[src/rtl/opf_pkg.sv]
// Package: shared types for the operand fetch unit.
// Assumes three mode bits, so exactly eight addressing modes exist.
package opf_pkg;

    // Addressing mode codes carried in the upper specifier field.
    typedef enum logic [2:0] {
        AM_REG    = 3'd0,
        AM_IND    = 3'd1,
        AM_INC    = 3'd2,
        AM_IDX    = 3'd3,
        AM_DEF    = 3'd4,
        AM_INCDEF = 3'd5,
        AM_DEC    = 3'd6,
        AM_IDXDEF = 3'd7
    } amode_t;

    // Sequencer phases: idle, offset read, pointer read, operand read.
    typedef enum logic [1:0] {
        ST_IDLE = 2'd0,
        ST_OFS  = 2'd1,
        ST_PTR  = 2'd2,
        ST_OPD  = 2'd3
    } fstate_t;

endpackage

[src/rtl/opf_regfile.sv]
// Module: register file of the operand fetch unit.
// Holds NREG registers of W bits, the last being the program counter.
// Assumes the sequencer's update port is only active while busy, and
// that the external load port is honoured only while idle.
module opf_regfile #(
    parameter int W     = 16,
    parameter int NREG  = 8,
    parameter int SEL_W = $clog2(NREG)
) (
    input  logic                     clk,
    input  logic                     rst_n,
    input  logic                     busy,
    input  logic                     wr_en,
    input  logic [SEL_W-1:0]         wr_sel,
    input  logic [W-1:0]             wr_data,
    input  logic                     upd_en,
    input  logic [SEL_W-1:0]         upd_sel,
    input  logic [W-1:0]             upd_data,
    input  logic [SEL_W-1:0]         rd_sel,
    output logic [W-1:0]             rd_data,
    output logic [W-1:0]             pc_data,
    output logic [NREG-1:0][W-1:0]   regs_o
);

    localparam int PC_IDX = NREG - 1;

    logic [W-1:0] regs_q [NREG];

    for (genvar i = 0; i < NREG; i++) begin : g_reg
        // One register: a mode side effect wins over an idle-time load.
        always_ff @(posedge clk) begin
            if (!rst_n) begin
                regs_q[i] <= '0;
            end else if (upd_en && upd_sel == SEL_W'(i)) begin
                regs_q[i] <= upd_data;
            end else if (wr_en && !busy && wr_sel == SEL_W'(i)) begin
                regs_q[i] <= wr_data;
            end
        end
    end

    // Flatten the array for reads and for checks in the parent.
    always_comb begin
        for (int k = 0; k < NREG; k++) begin
            regs_o[k] = regs_q[k];
        end
    end

    assign rd_data = regs_q[rd_sel];
    assign pc_data = regs_q[PC_IDX];

    // a load presented while busy leaves all registers untouched.
    p_busy_wr_ignored_r11: assert property (@(posedge clk) disable iff (!rst_n)
        (busy && !upd_en) |=> $stable(regs_o));

endmodule

[src/rtl/opf_agu.sv]
// Module: address arithmetic for the operand fetch unit.
// Purely combinational; forms the word steps and the indexed sum.
// Assumes byte addressing with W/8 bytes per word.
module opf_agu #(
    parameter int W = 16
) (
    input  logic [W-1:0] base,
    input  logic [W-1:0] pc,
    input  logic [W-1:0] offset,
    input  logic         sel_is_pc,
    output logic [W-1:0] step_up,
    output logic [W-1:0] step_down,
    output logic [W-1:0] pc_next,
    output logic [W-1:0] index_ea
);

    localparam int STEP = W / 8;

    logic [W-1:0] idx_base;

    // Word steps of the selected register and of the program counter.
    always_comb begin
        step_up   = base + W'(STEP);
        step_down = base - W'(STEP);
        pc_next   = pc + W'(STEP);
    end

    // Indexed sum: the PC as index is taken past its offset word.
    always_comb begin
        idx_base = sel_is_pc ? pc_next : base;
        index_ea = idx_base + offset;
    end

endmodule

[src/rtl/opf_seq.sv]
// Module: sequencer of the operand fetch unit.
// Walks the read chain of the captured mode, one request at a time,
// and raises done with the results and the register side effect.
// Assumes exactly one mem_rvalid per request, never unsolicited, and
// that registers do not change while busy except through this block.
module opf_seq
    import opf_pkg::*;
#(
    parameter int W     = 16,
    parameter int NREG  = 8,
    parameter int SEL_W = $clog2(NREG)
) (
    input  logic             clk,
    input  logic             rst_n,
    input  logic             start,
    input  logic [2:0]       spec_mode,
    input  logic [SEL_W-1:0] spec_sel,
    output logic [SEL_W-1:0] rd_sel,
    input  logic [W-1:0]     rd_val,
    input  logic [W-1:0]     pc_val,
    input  logic [W-1:0]     step_up,
    input  logic [W-1:0]     step_down,
    input  logic [W-1:0]     pc_next,
    input  logic [W-1:0]     index_ea,
    output logic             mem_req,
    output logic [W-1:0]     mem_addr,
    input  logic             mem_rvalid,
    input  logic [W-1:0]     mem_rdata,
    output logic             busy,
    output logic             done,
    output logic [W-1:0]     eff_addr,
    output logic [W-1:0]     operand,
    output logic             upd_en,
    output logic [SEL_W-1:0] upd_sel,
    output logic [W-1:0]     upd_data,
    output amode_t           cur_mode,
    output logic [SEL_W-1:0] cur_sel
);

    localparam logic [SEL_W-1:0] PC_SEL = SEL_W'(NREG - 1);

    fstate_t          st_q;
    amode_t           mode_q;
    amode_t           new_mode;
    logic [SEL_W-1:0] sel_q;
    logic             issued_q;
    logic [W-1:0]     addr_q;
    logic [W-1:0]     ea_q;
    logic [W-1:0]     opnd_q;
    logic             done_q;
    logic             accept;

    assign new_mode = amode_t'(spec_mode);
    assign busy     = (st_q != ST_IDLE);
    assign mem_req  = busy && !issued_q;
    assign mem_addr = addr_q;
    assign accept   = busy && issued_q && mem_rvalid;
    assign rd_sel   = busy ? sel_q : spec_sel;
    assign done     = done_q;
    assign eff_addr = ea_q;
    assign operand  = opnd_q;
    assign cur_mode = mode_q;
    assign cur_sel  = sel_q;

    // Phase, address and result registers of the read chain.
    always_ff @(posedge clk) begin
        if (!rst_n) begin
            st_q     <= ST_IDLE;
            mode_q   <= AM_REG;
            sel_q    <= '0;
            issued_q <= 1'b0;
            addr_q   <= '0;
            ea_q     <= '0;
            opnd_q   <= '0;
            done_q   <= 1'b0;
        end else begin
            done_q <= 1'b0;
            if (mem_req) begin
                issued_q <= 1'b1;
            end
            case (st_q)
                ST_IDLE: begin
                    if (start) begin
                        mode_q   <= new_mode;
                        sel_q    <= spec_sel;
                        issued_q <= 1'b0;
                        case (new_mode)
                            AM_REG: begin
                                done_q <= 1'b1;
                                opnd_q <= rd_val;
                                ea_q   <= '0;
                            end
                            AM_IND, AM_INC: begin
                                addr_q <= rd_val;
                                st_q   <= ST_OPD;
                            end
                            AM_DEF, AM_INCDEF: begin
                                addr_q <= rd_val;
                                st_q   <= ST_PTR;
                            end
                            AM_DEC: begin
                                addr_q <= step_down;
                                st_q   <= ST_OPD;
                            end
                            default: begin
                                addr_q <= pc_val;
                                st_q   <= ST_OFS;
                            end
                        endcase
                    end
                end
                ST_OFS: begin
                    if (accept) begin
                        addr_q   <= index_ea;
                        issued_q <= 1'b0;
                        st_q     <= (mode_q == AM_IDXDEF) ? ST_PTR : ST_OPD;
                    end
                end
                ST_PTR: begin
                    if (accept) begin
                        addr_q   <= mem_rdata;
                        issued_q <= 1'b0;
                        st_q     <= ST_OPD;
                    end
                end
                default: begin
                    if (accept) begin
                        opnd_q   <= mem_rdata;
                        ea_q     <= addr_q;
                        done_q   <= 1'b1;
                        issued_q <= 1'b0;
                        st_q     <= ST_IDLE;
                    end
                end
            endcase
        end
    end

    // Side effect of the mode, written on the edge that raises done.
    always_comb begin
        upd_en   = 1'b0;
        upd_sel  = sel_q;
        upd_data = step_up;
        if (st_q == ST_OPD && accept) begin
            case (mode_q)
                AM_INC, AM_INCDEF: begin
                    upd_en   = 1'b1;
                    upd_data = step_up;
                end
                AM_DEC: begin
                    upd_en   = 1'b1;
                    upd_data = step_down;
                end
                AM_IDX, AM_IDXDEF: begin
                    upd_en   = 1'b1;
                    upd_sel  = PC_SEL;
                    upd_data = pc_next;
                end
                default: upd_en = 1'b0;
            endcase
        end
    end

    // a request lasts one cycle and is not repeated before its answer.
    p_req_pulse_r12: assert property (@(posedge clk) disable iff (!rst_n)
        mem_req |=> !mem_req);

    // completion is only reported once the chain has ended.
    p_done_idle_r12: assert property (@(posedge clk) disable iff (!rst_n)
        done |-> !busy);

    // the address holds steady while a read is outstanding.
    p_addr_hold_r12: assert property (@(posedge clk) disable iff (!rst_n)
        (busy && !mem_req && !mem_rvalid) |=> $stable(mem_addr));

endmodule

[src/rtl/opfetch_unit.sv]
// Module: register-relative operand fetch unit (top).
// Resolves a mode/register specifier into an effective address and an
// operand, through a single-outstanding word read port.
// Assumes the memory answers every request exactly once, at least one
// cycle later, and that loads and starts do not share a cycle.
module opfetch_unit
    import opf_pkg::*;
#(
    parameter int W    = 16,
    parameter int NREG = 8
) (
    input  logic                        clk,
    input  logic                        rst_n,
    input  logic                        start,
    input  logic [3+$clog2(NREG)-1:0]   spec,
    input  logic                        wr_en,
    input  logic [$clog2(NREG)-1:0]     wr_sel,
    input  logic [W-1:0]                wr_data,
    output logic                        mem_req,
    output logic [W-1:0]                mem_addr,
    input  logic                        mem_rvalid,
    input  logic [W-1:0]                mem_rdata,
    output logic                        busy,
    output logic                        done,
    output logic [W-1:0]                eff_addr,
    output logic [W-1:0]                operand
);

    localparam int SEL_W  = $clog2(NREG);
    localparam int STEP   = W / 8;
    localparam int PC_IDX = NREG - 1;

    logic [SEL_W-1:0]       rd_sel;
    logic [W-1:0]           rd_val;
    logic [W-1:0]           pc_val;
    logic [W-1:0]           step_up;
    logic [W-1:0]           step_down;
    logic [W-1:0]           pc_next;
    logic [W-1:0]           index_ea;
    logic                   sel_is_pc;
    logic                   upd_en;
    logic [SEL_W-1:0]       upd_sel;
    logic [W-1:0]           upd_data;
    amode_t                 cur_mode;
    logic [SEL_W-1:0]       cur_sel;
    logic [NREG-1:0][W-1:0] regs_all;
    logic [W-1:0]           cur_val;

    assign sel_is_pc = (rd_sel == SEL_W'(PC_IDX));
    assign cur_val   = regs_all[cur_sel];

    opf_regfile #(.W(W), .NREG(NREG), .SEL_W(SEL_W)) rf_i (
        .clk      (clk),
        .rst_n    (rst_n),
        .busy     (busy),
        .wr_en    (wr_en),
        .wr_sel   (wr_sel),
        .wr_data  (wr_data),
        .upd_en   (upd_en),
        .upd_sel  (upd_sel),
        .upd_data (upd_data),
        .rd_sel   (rd_sel),
        .rd_data  (rd_val),
        .pc_data  (pc_val),
        .regs_o   (regs_all)
    );

    opf_agu #(.W(W)) agu_i (
        .base      (rd_val),
        .pc        (pc_val),
        .offset    (mem_rdata),
        .sel_is_pc (sel_is_pc),
        .step_up   (step_up),
        .step_down (step_down),
        .pc_next   (pc_next),
        .index_ea  (index_ea)
    );

    opf_seq #(.W(W), .NREG(NREG), .SEL_W(SEL_W)) seq_i (
        .clk        (clk),
        .rst_n      (rst_n),
        .start      (start),
        .spec_mode  (spec[SEL_W+2:SEL_W]),
        .spec_sel   (spec[SEL_W-1:0]),
        .rd_sel     (rd_sel),
        .rd_val     (rd_val),
        .pc_val     (pc_val),
        .step_up    (step_up),
        .step_down  (step_down),
        .pc_next    (pc_next),
        .index_ea   (index_ea),
        .mem_req    (mem_req),
        .mem_addr   (mem_addr),
        .mem_rvalid (mem_rvalid),
        .mem_rdata  (mem_rdata),
        .busy       (busy),
        .done       (done),
        .eff_addr   (eff_addr),
        .operand    (operand),
        .upd_en     (upd_en),
        .upd_sel    (upd_sel),
        .upd_data   (upd_data),
        .cur_mode   (cur_mode),
        .cur_sel    (cur_sel)
    );

    // a direct-mode start completes next cycle with no memory read.
    p_direct_r2: assert property (@(posedge clk) disable iff (!rst_n)
        (start && !busy && spec[SEL_W+2:SEL_W] == AM_REG) |=> (done && !mem_req));

    // the stepping modes leave the register one word higher.
    p_autoinc_r4: assert property (@(posedge clk) disable iff (!rst_n)
        (done && (cur_mode == AM_INC || cur_mode == AM_INCDEF))
            |-> cur_val == $past(cur_val) + W'(STEP));

    // after a pre-decrement the register equals the address used.
    p_autodec_r5: assert property (@(posedge clk) disable iff (!rst_n)
        (done && cur_mode == AM_DEC) |-> eff_addr == cur_val);

    // the indexed modes move the program counter past the offset.
    p_pc_adv_r8: assert property (@(posedge clk) disable iff (!rst_n)
        (done && (cur_mode == AM_IDX || cur_mode == AM_IDXDEF))
            |-> regs_all[PC_IDX] == $past(regs_all[PC_IDX]) + W'(STEP));

endmodule

[config.mk]
export PLATFORM = sky130hd
export DESIGN_NAME = opfetch_unit
export DESIGN_NICKNAME = d
export VERILOG_FILES = /design/src/rtl/opf_pkg.sv /design/src/rtl/opf_regfile.sv /design/src/rtl/opf_agu.sv /design/src/rtl/opf_seq.sv /design/src/rtl/opfetch_unit.sv
export SDC_FILE = /design/constraint.sdc
export NUM_CORES = 1
export LEC_CHECK = 0
export CAP_MARGIN = 20
export CORE_AREA = 2 2 139 141
export DETAILED_ROUTE_END_ITERATION = 10
export DIE_AREA = 0 0 141 143
export PLACE_DENSITY_LB_ADDON = 0.25
export SKIP_CTS_REPAIR_TIMING = 1
export SLEW_MARGIN = 30
export SYNTH_ARGS = -nofsm -noshare
export SYNTH_HDL_FRONTEND = slang
export SYNTH_SLANG_ARGS = --single-unit
[constraint.sdc]
create_clock -name clk -period 12.3 [get_ports clk]
set_input_delay 2.46 -clock clk [delete_from_list [all_inputs] [get_ports clk]]
set_output_delay 2.46 -clock clk [all_outputs]
set_load 0.005 [all_outputs]
==> results of run 1 <==
## layer usage
layer / global-route usage, % / vias to the layer above / wire (um)
li1: - / 4828 / -
met1: 45.1 / 4963 / 13500
met2: 57.3 / 773 / 16400
met3: 9.26 / 142 / 4180
met4: 18.2 / 0 / 1730
met5: 0 / - / 0
## synthesized netlist by cell type, types with 31 or more instances
library cell and count:
nand2_1 178, edfxtp_1 128, o21ai_0 99, nor2_1 83, a22o_1 59, dfxtp_1 58, clkbuf_1 55, a21oi_1 53
nand3_1 49, nor2b_1 45, mux2i_1 35, a22oi_1 31
## flip-flops by register name, summed over array words and instances (netlist names)
register	count
seq_i.st_q	2
seq_i.mem_addr	16
seq_i.cur_sel	3
seq_i.operand	16
seq_i.issued_q	1
seq_i.cur_mode	3
rf_i.regs_q	128
seq_i.eff_addr	16
seq_i.done	1
## power by group
group	total, mW	switching, mW	leakage [nW]	internal [mW]
clock network	0.561	0.271	0.289	0.290
registers	0.789	0.0539	1.80	0.735
logic	1.52	0.954	2.75	0.562
total	2.87	1.28	4.84	1.59
## cell usage in the layout (no fill, tap or decap), drive strengths merged, types with 13 or more instances in the layout
master / count
nand3: 50
dfxtp: 58
nor3: 19
a22oi: 31
ha: 25
clkbuf: 17
edfxtp: 128
nor2b: 45
nand2: 179
mux4: 16
o221ai: 18
clkdlybuf4s50: 95
mux2i: 40
a21oi: 54
inv: 26
a211oi: 16
buf: 26
xor2: 13
xnor2: 28
and3: 17
nor2: 84
o21ai: 115
a22o: 59
## path summary, 6_finish.rpt
kind                                         from            endpoint  slack (ns)  cells after the start
worst min-delay path            seq_i.mem_addr[2]   seq_i.mem_addr[2]        0.49                      2
worst max register to register      seq_i.st_q[0]  seq_i.mem_addr[15]        6.76                     17
worst min register to register  seq_i.mem_addr[2]   seq_i.mem_addr[2]        0.49                      2
worst max-delay path                      spec[0]  seq_i.mem_addr[15]        5.20                     18
## through the flow
stage | hold slack, ns | area (um2) | cells | utilization (%) | worst slack [ns]
floorplan | 0.470 | 11800 | 1261 | - | 6.35
global placement | 0.474 | 12900 | 1524 | 69.3 | 5.03
detailed placement | 0.480 | 12900 | 1524 | 69.4 | 4.89
CTS | 0.489 | 13500 | 1556 | 72.6 | 5.31
global route | 0.513 | 13500 | 1556 | 72.6 | 4.99
finish | 0.493 | 13500 | 1556 | 72.6 | 5.20
## kinds of logic after synthesis
logic type / Yosys count / synth area share, %
buf+inv: 112 / 3.95
fa+ha+maj: 26 / 2.82
simple gates: 441 / 17.6
compound gates: 395 / 23.0
mux: 60 / 7.30
flops: 186 / 42.3
xor+xnor: 41 / 3.04
## area by class of cell
cell class | count | share of cell area (%)
clock inverters | 15 | 1.31
clock buffers | 17 | 3.15
multi-input cells | 963 | 47.3
inverters | 20 | 0.556
repair buffers | 121 | 8.47
well taps | 234 | 2.17
flip-flops and latches | 186 | 37.1
## critical path, delay by kind of cell
family / cells / cell delay (ns)
compound gates: 10 / 2.44
fa+ha+maj: 1 / 0.29
simple gates: 4 / 0.65
xor+xnor: 1 / 0.15
mux: 1 / 0.60
buf+inv: 1 / 0.83
==> run summary, run 1 <==
Slew Limit Headroom: 30.8%
Initial DRC count: 1434
Multi-input gate area: 6380 um2
Via density per instance: 6.88
Final TNS setup: 0 ns
Clock sinks: 186
Slowest-stage cell, CP: clkdlybuf4s50_1
Die area: 20200 um2
Post-synthesis cell count: 1261
DR WL/cell: 23.0 um
Fillers: 1406
Worst-path cell chain: clkdlybuf4s50_1 > mux2_4 > nand2_1 > a221o_1 > o21ai_0 > o21ai_1 > nor2_1 > or2_2 > ha_1 > a21oi_1 > o221ai_1 > a41oi_1 > nand2_1 > a41oi_1 > o21ai_0 > xnor2_1 > a221oi_1 > a211oi_1
Worst setup EP type: flip-flop
Worst vdd ir: 0.140 mV
Share of layout cells above drive strength 1: 8.02%
Synth area leaders: edfxtp_1 33%, dfxtp_1 9.8%, nand2_1 5.7%, a22o_1 4.4%, o21ai_0 4.2%
Worst slew pin tran: 1.04 ns
Critical Path Source Type: input port
Worst-path clk slew: 0.08 ns
Starting density of the core: 63.6%
Synth area leader: edfxtp_1
RSZ-0062 raised after global routing: false
Syn avg cell area: 9.37 um2
Die extent in y: 143 um
Area Growth Syn to Fin: 14.2%
Post-synthesis sequential area ratio: 42.3%
Vias in the first global route: 9820
Total routed wirelength: 35800 um
Hold/Removal Path Class: flip-flop to flip-flop
Clock Skews: 0.0119 ns
# DRC: 0
Antenna viol nets, final: 0
Crit Path Category: input port to flip-flop
Total grt overflow: 0
Static Leakage: 4.84 nW
Antenna violations before repair: 0
Mapped Area: 11800 um2
Max-cap violation count: 0
Chip width: 141 um
Peak Freq: 0.141 GHz
Drt pass-1 iters: 6
Syn nets: 1333
Htree depth: 4
Max FO, Critical Path: 21
Number of setup violations in the final report: 0
FF+latch area: 5010 um2
Core Area: 18600 um2
Clock tree from TritonCTS: built
Post-detail-place hpwl: 24500 um
Synth unique cells: 81
First-pass GRT wire length: 54700 um
CTS root buffer: clkbuf_16
Largest net degree at the start of global routing: 78
Pwr/cell area: 212 nW/um2
Worst-skew pair later-pin latency: 0.45 ns
Final GP Congestion: 0.925
Overall routing resource usage: 35.7%
Yosys reg bits: 186
Ys flop type: edfxtp_1
Synth async-reset ratio: 0%
Ports: 97
Inserted Clock Buffers: 17
Row Count: 50
Warnings, synthesis: 0
Post-synth EDFFs: 128
Buffers on Ports: 96
Run status: completed
Maximum clock insertion buffer count: 2
Fin. max-slew vios: 0
Worst Path Arrival: 7.43 ns
Share of Yosys cell area claimed by the top area cell type: 32.5%
DR vias: 10706
Antenna Cells: 0
Endpoints failing hold: 0
Nets: 1381
Tot Pwr: 2.87 mW
Required @ worst endpoint: 12.63 ns
CP max stage delay: 0.83 ns
Minimum clock period: 7.10 ns
Crit share post-route: 57.7%
(Power assumes the default switching activity.)
==> run 2, diff against run 1 <==
Settings changed: CORE_AREA 2 2 139 141 to 2 2 145 147, DIE_AREA 0 0 141 143 to 0 0 147 149.
Clock period 12.3 ns to 6.9 ns, I/O delays scaled along.
==> run 2 against run 1 <==
Effect of this change: non-clock buffer count rose by 9; final cell count rose by 3.2%; worst setup slack got worse by 4.0 ns; critical endpoint is now seq_i.mem_addr[14]; via count fell by 0.58%; power rose by 82%.
==> run summary, run 2 (synthesis gave the netlist of run 1 again) <==
Run status: completed (unchanged)
First-pass GRT wire length: 57400 um (was 54700 um)
Worst Path Arrival: 6.02 ns (was 7.43 ns)
# DRC: 0 (unchanged)
Antenna viol nets, final: 0 (unchanged)
DR WL/cell: 23.1 um (was 23.0 um)
Most frequent cells in the layout: 178 x nand2_1, 128 x edfxtp_1, 98 x o21ai_0 (was 178 x nand2_1, 128 x edfxtp_1, 99 x o21ai_0)
DR vias: 10644 (was 10706)
Antenna violations before repair: 1 (was 0)
Final core occ: 66.3% (was 72.6%)
RSZ-0062 raised after global routing: false (unchanged)
Commonest non-fill, non-tap cell in the layout: nand2_1 (unchanged)
Area Growth Syn to Fin: 15.3% (was 14.2%)
Worst-skew pair later-pin latency: 0.45 ns (about the same)
Core Area: 20600 um2 (was 18600 um2)
Slew Limit Headroom: 31.8% (was 30.8%)
Fin. max-slew vios: 0 (unchanged)
Final instance area: 13600 um2 (was 13500 um2)
Die area: 21900 um2 (was 20200 um2)
Most flop-heavy register: rf_i.regs_q (unchanged)
Minimum clock period: 5.70 ns
Via density per instance: 6.63 (was 6.88)
Chip width: 147 um (was 141 um)
Max-cap violation count: 0 (unchanged)
Worst-path clk slew: 0.08 ns (about the same)
Dpl cell area: 13000 um2 (was 12900 um2)
Critical Path Source Type: input port (unchanged)
Worst setup EP type: flip-flop (unchanged)
Max FO, Critical Path: 20 (was 21)
Nets: 1390 (was 1381)
Drt pass-1 iters: 5 (was 6)
Pwr/cell area: 382 nW/um2 (was 212 nW/um2)
Buffers on Ports: 96 (unchanged)
CTS root buffer: clkbuf_16 (unchanged)
Maximum clock insertion buffer count: 2 (unchanged)
Clock share of power: 19.7% (was 19.6%)
Total grt overflow: 0 (unchanged)
Hold_ws: 0.488 ns (was 0.493 ns)
Max reg flops: 128 (unchanged)
Worst slew pin tran: 1.02 ns (was 1.04 ns)
Clock sinks: 186 (unchanged)
Total routed wirelength: 37200 um (was 35800 um)
Comb pwr share: 53.4% (was 52.9%)
Row Count: 53 (was 50)
Overall routing resource usage: 34.3% (was 35.7%)
Final TNS setup: 0 ns (unchanged)
Initial DRC count: 1579 (was 1434)
Peak Freq: 0.175 GHz
Crit share post-route: 82.7%
Final GP Congestion: 0.965 (was 0.925)
Die extent in y: 149 um (was 143 um)
Inserted Clock Buffers: 17 (unchanged)
Worst vdd ir: 0.205 mV (was 0.140 mV)
Hold/Removal Path Class: flip-flop to flip-flop (unchanged)
Crit Path Category: input port to flip-flop (unchanged)
Vias in the first global route: 10017 (was 9820)
Required @ worst endpoint: 7.22 ns (was 12.63 ns)
Post-detail-place hpwl: 26200 um (was 24500 um)
Starting density of the core: 57.5% (was 63.6%)
Endpoints failing hold: 0 (unchanged)
Static Leakage: 4.90 nW (was 4.84 nW)
Switching share of power: 44.8% (was 44.6%)
Clock Skews: 0.0134 ns (was 0.0119 ns)
Number of setup violations in the final report: 0 (unchanged)
Clock tree from TritonCTS: built (unchanged)
Ports: 97 (unchanged)
Largest net degree at the start of global routing: 78 (unchanged)
Pint: 2.87 mW (was 1.59 mW)
Power share of the sequential group: 26.9% (was 27.5%)
Antenna Cells: 0 (unchanged)
Htree depth: 4 (unchanged)
Share of layout cells above drive strength 1: 8.79% (was 8.02%)
Net Sw Power: 2.33 mW (was 1.28 mW)
[run 2: cell count changes in the layout (fill, tap and decap cells not counted), sizes merged]
cell / delta
buf: +9
clkinv: -1
clkinvlp: -2
inv: +3
[run 2: power by group through the flow]
stage / Clock (mW) / Sequential, mW / Combinational (mW)
after floorplan: 0 / 1.39 / 1.93
after global placement: 0 / 1.42 / 2.65
after detailed placement: 0 / 1.42 / 2.69
after CTS: 1.03 / 1.40 / 2.71
after global routing: 1.08 / 1.41 / 3.01
final: 1.03 / 1.40 / 2.78
[run 2: stage by stage]
step | instances | worst slack, ns | power (mW)
floorplan | 1261 | 2.03 | 3.32
CTS | 1606 | 1.27 | 5.13
global route | 1606 | 0.929 | 5.49
finish | 1606 | 1.20 | 5.21
global placement | 1574 | 0.956 | 4.07
detailed placement | 1574 | 0.820 | 4.12
[run 2: critical path, cell delays in order]
cell and delay, ns:
clkdlybuf4s50_1 0.59, mux2i_4 0.71, buf_4 0.39, and3_1 0.20, a311oi_1 0.05, a21oi_1 0.37
inv_1 0.11, ha_1 0.25, inv_1 0.10, fa_1 0.21, o21ai_0 0.15, a31oi_1 0.32
a2bb2oi_1 0.37, a21oi_1 0.16, nand3_1 0.11, nand2_1 0.06, xor2_1 0.14, a221oi_1 0.27
a211oi_1 0.08
[run 2: layout make-up]
type | instances | area (um2)
Multi-Input combinational cell | 963 | 6380
Clock buffer | 17 | 425
Sequential cell | 186 | 5000
Clock inverter | 15 | 185
Fill cell | 1651 | 6930
Inverter | 20 | 75.1
Tap cell | 275 | 344
Timing Repair Buffer | 130 | 1210
[run 2: routing by layer]
metal  global-route usage, %  vias to the layer above  share of wire [%]
met4                    15.1                        2                3.5
met5                       0                        -              0.038
li1                        -                     4852                  -
met1                    44.5                     5005                 39
met2                    56.3                      677                 47
met3                    6.67                      108                 11
[run 2: final timing paths]
check | start | to | slack (ns) | cells after the start
max | spec[0] | seq_i.mem_addr[14] | 1.20 | 19
min | seq_i.mem_addr[13] | seq_i.mem_addr[13] | 0.49 | 2
max reg2reg | seq_i.st_q[0] | seq_i.mem_addr[14] | 1.44 | 20
min reg2reg | seq_i.mem_addr[13] | seq_i.mem_addr[13] | 0.49 | 2
